==> config.mk <==
export PLATFORM = sky130hd
export DESIGN_NAME = ee_rand_reader
export DESIGN_NICKNAME = d
export VERILOG_FILES = /design/src/rtl/ee_rand_reader.sv
export SDC_FILE = /design/constraint.sdc
export NUM_CORES = 1
export LEC_CHECK = 0
export ABC_CLOCK_PERIOD_IN_PS = 2220
export CORE_ASPECT_RATIO = 1.5
export CORE_MARGIN = 2
export CORE_UTILIZATION = 40
export DETAILED_ROUTE_END_ITERATION = 7
export PLACE_DENSITY_LB_ADDON = 0.1
export SLEW_MARGIN = 40
export SYNTH_ARGS = -nofsm -noshare
export SYNTH_HDL_FRONTEND = slang
export SYNTH_SLANG_ARGS = --single-unit
==> constraint.sdc <==
create_clock -name clk -period 2.22 [get_ports clk]
set_clock_uncertainty 0.15 [all_clocks]
set_input_delay 0.333 -clock clk [delete_from_list [all_inputs] [get_ports clk]]
set_output_delay 0.333 -clock clk [all_outputs]
set_load 0.005 [all_outputs]
==> src/rtl/ee_rand_reader.sv <==
module ee_rand_reader #(
  parameter int QTR = 4
) (
  input  logic        clk,
  input  logic        rst_n,
  input  logic        start,
  input  logic [15:0] addr,
  input  logic        sda_i,
  output logic        scl_o,
  output logic        sda_oe,
  output logic        sda_o,
  output logic [7:0]  rdata,
  output logic        done,
  output logic        err
);
  localparam int DW = (QTR > 1) ? $clog2(QTR) : 1;
  localparam logic [DW-1:0] DIV_LAST = DW'(QTR - 1);

  typedef enum logic [2:0] {K_IDLE, K_START, K_WBIT, K_ACK, K_RBIT, K_STOP} kind_t;

  kind_t       kind;
  logic [DW-1:0] div;
  logic [1:0]  q;
  logic [2:0]  bitn;
  logic [1:0]  byten;
  logic [15:0] addr_r;
  logic [7:0]  shreg;
  logic        nack;
  logic        hold_oe, hold_o;
  logic        want_oe, want_o;
  logic [7:0]  cur_byte;
  logic        busy;

  wire tick     = (div == DIV_LAST);
  wire slot_end = tick && (q == 2'd3);

  always_comb begin
    case (byten)
      2'd0:    cur_byte = 8'hA0;
      2'd1:    cur_byte = addr_r[15:8];
      2'd2:    cur_byte = addr_r[7:0];
      default: cur_byte = 8'hA1;
    endcase
  end

  always_comb begin
    want_oe = 1'b0;
    want_o  = 1'b1;
    case (kind)
      K_START: begin want_oe = 1'b1; want_o = (q != 2'd3);     end
      K_WBIT:  begin want_oe = 1'b1; want_o = cur_byte[bitn];  end
      K_STOP:  begin want_oe = 1'b1; want_o = (q == 2'd3);     end
      default: ;
    endcase
  end

  assign busy   = (kind != K_IDLE);
  assign scl_o  = busy ? q[1] : 1'b1;
  assign sda_oe = busy ? ((q == 2'd0) ? hold_oe : want_oe) : 1'b0;
  assign sda_o  = busy ? ((q == 2'd0) ? hold_o  : want_o)  : 1'b1;

  always_ff @(posedge clk or negedge rst_n) begin
    if (!rst_n) begin
      kind    <= K_IDLE;
      div     <= '0;
      q       <= 2'd0;
      bitn    <= 3'd0;
      byten   <= 2'd0;
      addr_r  <= 16'h0;
      shreg   <= 8'h0;
      nack    <= 1'b0;
      hold_oe <= 1'b0;
      hold_o  <= 1'b1;
      rdata   <= 8'h0;
      done    <= 1'b0;
      err     <= 1'b0;
    end else begin
      done <= 1'b0;
      if (!busy) begin
        if (start) begin
          kind    <= K_START;
          div     <= '0;
          q       <= 2'd0;
          byten   <= 2'd0;
          addr_r  <= addr;
          nack    <= 1'b0;
          hold_oe <= 1'b0;
          hold_o  <= 1'b1;
          rdata   <= 8'h0;
          err     <= 1'b0;
        end
      end else begin
        div <= tick ? '0 : div + 1'b1;
        if (tick) q <= q + 2'd1;
        if (slot_end) begin
          hold_oe <= want_oe;
          hold_o  <= want_o;
          case (kind)
            K_START: begin
              kind <= K_WBIT;
              bitn <= 3'd7;
            end
            K_WBIT: begin
              if (bitn == 3'd0) kind <= K_ACK;
              else              bitn <= bitn - 3'd1;
            end
            K_ACK: begin
              if (sda_i) begin
                nack <= 1'b1;
                kind <= K_STOP;
              end else if (byten == 2'd2) begin
                byten <= 2'd3;
                kind  <= K_START;
              end else if (byten == 2'd3) begin
                kind <= K_RBIT;
                bitn <= 3'd7;
              end else begin
                byten <= byten + 2'd1;
                kind  <= K_WBIT;
                bitn  <= 3'd7;
              end
            end
            K_RBIT: begin
              shreg <= {shreg[6:0], sda_i};
              if (bitn == 3'd0) kind <= K_STOP;
              else              bitn <= bitn - 3'd1;
            end
            K_STOP: begin
              kind  <= K_IDLE;
              done  <= 1'b1;
              err   <= nack;
              rdata <= nack ? 8'h0 : shreg;
            end
            default: kind <= K_IDLE;
          endcase
        end
      end
    end
  end
endmodule

# Yosys cells after proc, flatten, opt, wreduce, memory -nomap -nowiden
# Index checks and enable logic that the tools add are counted.
dict set report word_totals {
  input_bits 20
  register_bits 49
  out_inout_bits 13
  word_cells 115
}
dict set report op_classes {
  muxes 55
  addsub 4
  reduce_logical 18
  order_cmp 1
  eq_ne 23
  bitwise 1
}
# op count
set op_table {}
lappend op_table {{2-to-1 mux 8 bit} 5}
lappend op_table {{2-to-1 mux 3 bit} 11}
lappend op_table {{one-hot mux 8 bit (3 select lines)} 1}
lappend op_table {{2-to-1 mux 1 bit} 23}
lappend op_table {{2-to-1 mux 2 bit} 11}
lappend op_table {{inequality test 2 bit (second input constant)} 6}
lappend op_table {{one-hot mux 3 bit (4 select lines)} 1}
lappend op_table {{inequality test 3 bit (second input constant)} 3}
lappend op_table {{one-hot mux 3 bit (3 select lines)} 1}
lappend op_table {{equality test 2 bit (second input constant)} 4}
lappend op_table {{inequality test 2 x 1 -> 1 bit (second input constant)} 4}
lappend op_table {{AND reduction 4 bit} 2}
lappend op_table {{adder 2 x 1 -> 2 bit (second input constant)} 3}
lappend op_table {{equality test 3 x 2 -> 1 bit (second input constant)} 2}
lappend op_table {{equality test 3 bit (second input constant)} 2}
lappend op_table {{AND reduction 2 bit} 3}
lappend op_table {{AND reduction 3 bit} 2}
lappend op_table {{AND reduction 6 bit} 1}
lappend op_table {{nonzero test 3 bit} 2}
lappend op_table {{AND reduction 5 bit} 1}
lappend op_table {{zero test 2 bit} 2}
lappend op_table {{less-than comparator 3 x 4 -> 1 bit (second input constant)} 1}
lappend op_table {{binary-select mux 1 bit (select 3 bit)} 1}
lappend op_table {{equality test 3 x 1 -> 1 bit (second input constant)} 1}
lappend op_table {{other kinds (9)} 9}

# Depth between registers and ports, before layout
dict set report logic_depth {
  depth_word 7
  mapped_depth 8
  depth_no_buf 7
}

# Least setup slack after synthesis
# OpenSTA, ideal clock, no wires.
dict set report synth_path {
  path_kind {register to output}
  startpoint {register byten[0]}
  endpoint {output port sda_o}
  arrival_ps 1828
  slack_ps -91
  n_path_buf 1
  required_time_ps 1737
  path_stages_with_launch 9
  path_cell_list {dfrtp_1 -> inv_1 -> ha_1 -> clkbuf_1 -> a221oi_1 -> a21oi_1 -> o311ai_0 -> a21oi_1 -> o31a_1}
}
dict set report synth_via {
  elab_chain_cells 7
  elab_cells_between_ends 9
  classes_between {eq/ne (2); mux (6); reduce/logical (1)}
}
# item line
set synth_rtl {}
lappend synth_rtl {{from (decl)} 25} ;# logic [1:0] byten;
lappend synth_rtl {{from (signal assigned)} 118} ;# byten <= byten + 2'd1;
lappend synth_rtl {{equality test 2 bit (tied with other cells)} 38} ;# case (byten)
lappend synth_rtl {{one-hot mux 8 bit (3 select lines) *} 38}
lappend synth_rtl {{binary-select mux 1 bit (select 3 bit) *} 51} ;# K_WBIT: begin want_oe = 1'b1; want_o = cur_byte[bitn]; end
lappend synth_rtl {{2-to-1 mux 1 bit (implied by the code) *} 51}
lappend synth_rtl {{one-hot mux 1 bit (3 select lines) *} 49} ;# case (kind)
lappend synth_rtl {{2-to-1 mux 1 bit * (2 in a row)} 60} ;# assign sda_o = busy ? ((q == 2'd0) ? hold_o : want_o) : 1'b1;
lappend synth_rtl {{to (decl)} 11} ;# output logic sda_o,
# Every way passes the cells marked *; elsewhere a longest branch is shown, timed or not. The select of a mux whose other input is x is not followed.

# Final worst setup path
dict set report layout_path {
  startpoint {register byten[1]}
  endpoint {output port sda_o}
}
# The elaborated chain is that of the path after synthesis.

==> impl_results.md <==
- Clk pwr share: 20.5%
- DRT iter0 DRCs: between 80 and 90
- Switching part of the total: 36.9%
- Reg2Reg Setup Slack: 70 ps
- Final worst-path cycle share: 117%
- Largest net degree at the start of global routing: 23
- Leak Pwr: 1.51 nW
- Worst Max-Slew Pin Slew: 544 ps
- Starting Density: 40.8%
- GRT Overall Usage: 19.3%
- Via count: 2105
- Commonest cells in the netlist: nand2_1 (61), dfrtp_1 (48), inv_1 (17)
- Synth warn: 0
- PortBufs: 32
- Share of cells above drive strength 1: 25.0%
- Area grow syn2layout: 34.7%
- Failing checks: setup timing
- Initial antenna violation count: 0
- I/O pin cnt: 33
- Vias in the first global route: 2100
- CP Cell Sequence: inv_2 -> ha_4 -> buf_4 -> a211oi_2 -> a21oi_1 -> a211oi_2 -> a21oi_1 -> o31a_1 -> buf_2
- Final WS setup: -383 ps
- Post-Synthesis Mean Instance Area: 9.48 sq um
- Fillers: 584
- Post-synth EDFFs: 0
- Prevailing post-synth register cell: dfrtp_1
- Ranking of synthesized cells by area: dfrtp_1 (49%), nand2_1 (9.3%), ha_1 (4.6%), mux2_2 (3.7%), nand3_1 (3.3%)
- Die height: 100 microns
- Die X-Extent: roughly 70 microns
- Post-synth top area cell: dfrtp_1
- Final setup viols: 1
- Yosys cell types: 44
- RD Place Congestion: 0.829
- Min Hold Slack: 336 ps
- Remaining DRCs: 0
- Syn nets: 289
- Final min period: 2600 ps
- Placed Instance Area: between 0.003 and 0.004 sq mm
- Ant diodes: 0
- CP Launch Type: register
- First-pass GRT wire length: 9730 microns
- CTS sink count: 49
- # nets final: ~360
- Crit-path slowest cell: dfrtp_1
- Synthesized area: roughly 0.0025 sq mm
- Final wirelength: 5830 microns
- Via-to-Cell Ratio: 5.24
- Fmax: just under 400 MHz
- Combinational Power Share: around two fifths
- Critical path capture point type: primary output
- CTS tree: built
- Cell internal pwr: 0.00203 W
- Worst rel slew slack: 63.8%
- Final core occ: 54.9%
- Ys async rst share: 100%
- Count leader, synth: nand2_1
- Max-slew violations: 0
- Post-synth top area share: ~49%
- CP required: 1740 ps
- Tot Pwr: 0.00321 W
- Sw power: 0.00119 W
- Post-DP HPWL: 4240 microns
- Grt ovf: 0
- Sequential power share: 40.0%
- Cell count after synthesis: between 200 and 300
- Clock Tree Buf Depth: 2
- Post-place setup slack: -584 ps
- DRT Pass-1 Iters: 4
- Finished Cell Area: 0.00332 sq mm
- Max-cap check violation count: 0
- Crit-path max FO: 5
- Seq/Total Area, Yosys: 49.8%
- RSZ-0062 raised after global routing: true
- Hold Vio Cnt, Final: 0
- Pwr per Cell Area: 969 mW/mm^2
- Reg clk slew, reported paths: 90 ps
- VDD IR-drop max: 0.000467 V
- CP max stage delay: 420 ps
- H-tree depth reported by CTS: 2
- Clock Latency Late Sink: 310 ps
- Full die area: slightly below 0.007 sq mm
- CP Data Arrival Time: about 2100 ps
- #FFs+latches synth: between 40 and 50
- Crit Path Class: register to primary output
- Clock root buffer: clkbuf_8
- Post-route ant nets: 0
- Hold Path Class: register to register
- Num rows: 35
- Status: finished, violations left
- Core Footprint: 0.00604 sq mm
- Routed WL per cell: roughly 15 microns
- Num CTS Buffers: 5
[registers in the layout, summed over array words and instances, names as in the netlist, 2 cells and up]
register	flops
addr_r	16
bitn	3
byten	2
div	2
kind	3
q	2
rdata	8
shreg	8
[kinds of logic after synthesis]
| group | count (synthesis) | synth area share, % |
|---|---|---|
| AOI/OAI and AO/OA | 62 | 18.2 |
| xor gates and xnor gates | 1 | 0.356 |
| adders and majority gates | 9 | 4.57 |
| buffers and inverters | 30 | 5.38 |
| DFF | 49 | 49.8 |
| muxes | 8 | 3.66 |
| and+or+nand+nor | 101 | 18.0 |
[power groups by stage]
stage,clock (W),combinational [W],sequential (W)
2_1_floorplan,0,0.000787,0.00124
3_3_place_gp,0,0.00121,0.00130
3_5_place_dp,0,0.00122,0.00130
4_1_cts,0.000679,0.00126,0.00129
5_1_grt,0.000724,0.00145,0.00132
6_report,0.000660,0.00127,0.00129
[timing repair]
item                       in CTS  in global routing
gates cloned                    0                  1
gates resized for setup        26                 10
hold buffers                    1                  0
setup endpoints to repair       3                 12
buffers inserted               11                  3
hold endpoints to repair       19                  0
pin swaps                       7                  6
[layer usage]
| layer | vias to the layer above | track usage (%) | wire [microns] |
|---|---|---|---|
| li1 | 1034 | - | - |
| met1 | 1014 | 20.5 | 2210 |
| met2 | 45 | 35.4 | 3260 |
| met3 | 12 | 3.70 | 188 |
| met4 | 0 | 8.46 | 170 |
| met5 | - | 0 | 0 |
[through the flow]
step / std cells / TNS (ps)
finish: 402 / -383
global route: 402 / -499
CTS: 403 / -780
detailed placement: 387 / -1280
global placement: 387 / -893
floorplan: 260 / 0
[worst max-delay path: cells and delay by family, from the launching register on]
family	cells	cell delay [ps]
compound gates	5	860
flops	1	420
buf+inv	3	340
fa+ha+maj	1	180
[cell type report]
class | count | area (sq um) | share of cell area, %
tap | 74 | 92.6 | 2.79
clock inverter | 3 | 46.3 | 1.40
multi-input combinational | 182 | 1200 | 36.0
clock buffer | 5 | 68.8 | 2.07
inverter | 17 | 63.8 | 1.92
timing repair buffer | 72 | 622 | 18.7
sequential | 49 | 1230 | 37.0
[worst paths after layout]
check | cells after the start | endpoint | from
max in group asynchronous | 3 | q[1] | rst_n
min in group asynchronous | 2 | rdata[2] | rst_n
hold reg to reg | 2 | addr_r[10] | addr_r[10]
setup / recovery | 9 | sda_o | byten[1]
setup reg to reg | 7 | kind[2] | kind[2]
hold / removal | 2 | addr_r[10] | addr_r[10]
[placed cells by master (no fill, tap or decap), drive strengths merged, types with 9 or more instances in the layout]
cell and count:
a21oi 14, dfrtp 48, nand3 16, ha 9, clkdlybuf4s50 28, o21ai 15
nor2 10, buf 41, inv 17, nand2 61
Note: power is estimated with default switching activity, not from simulation.
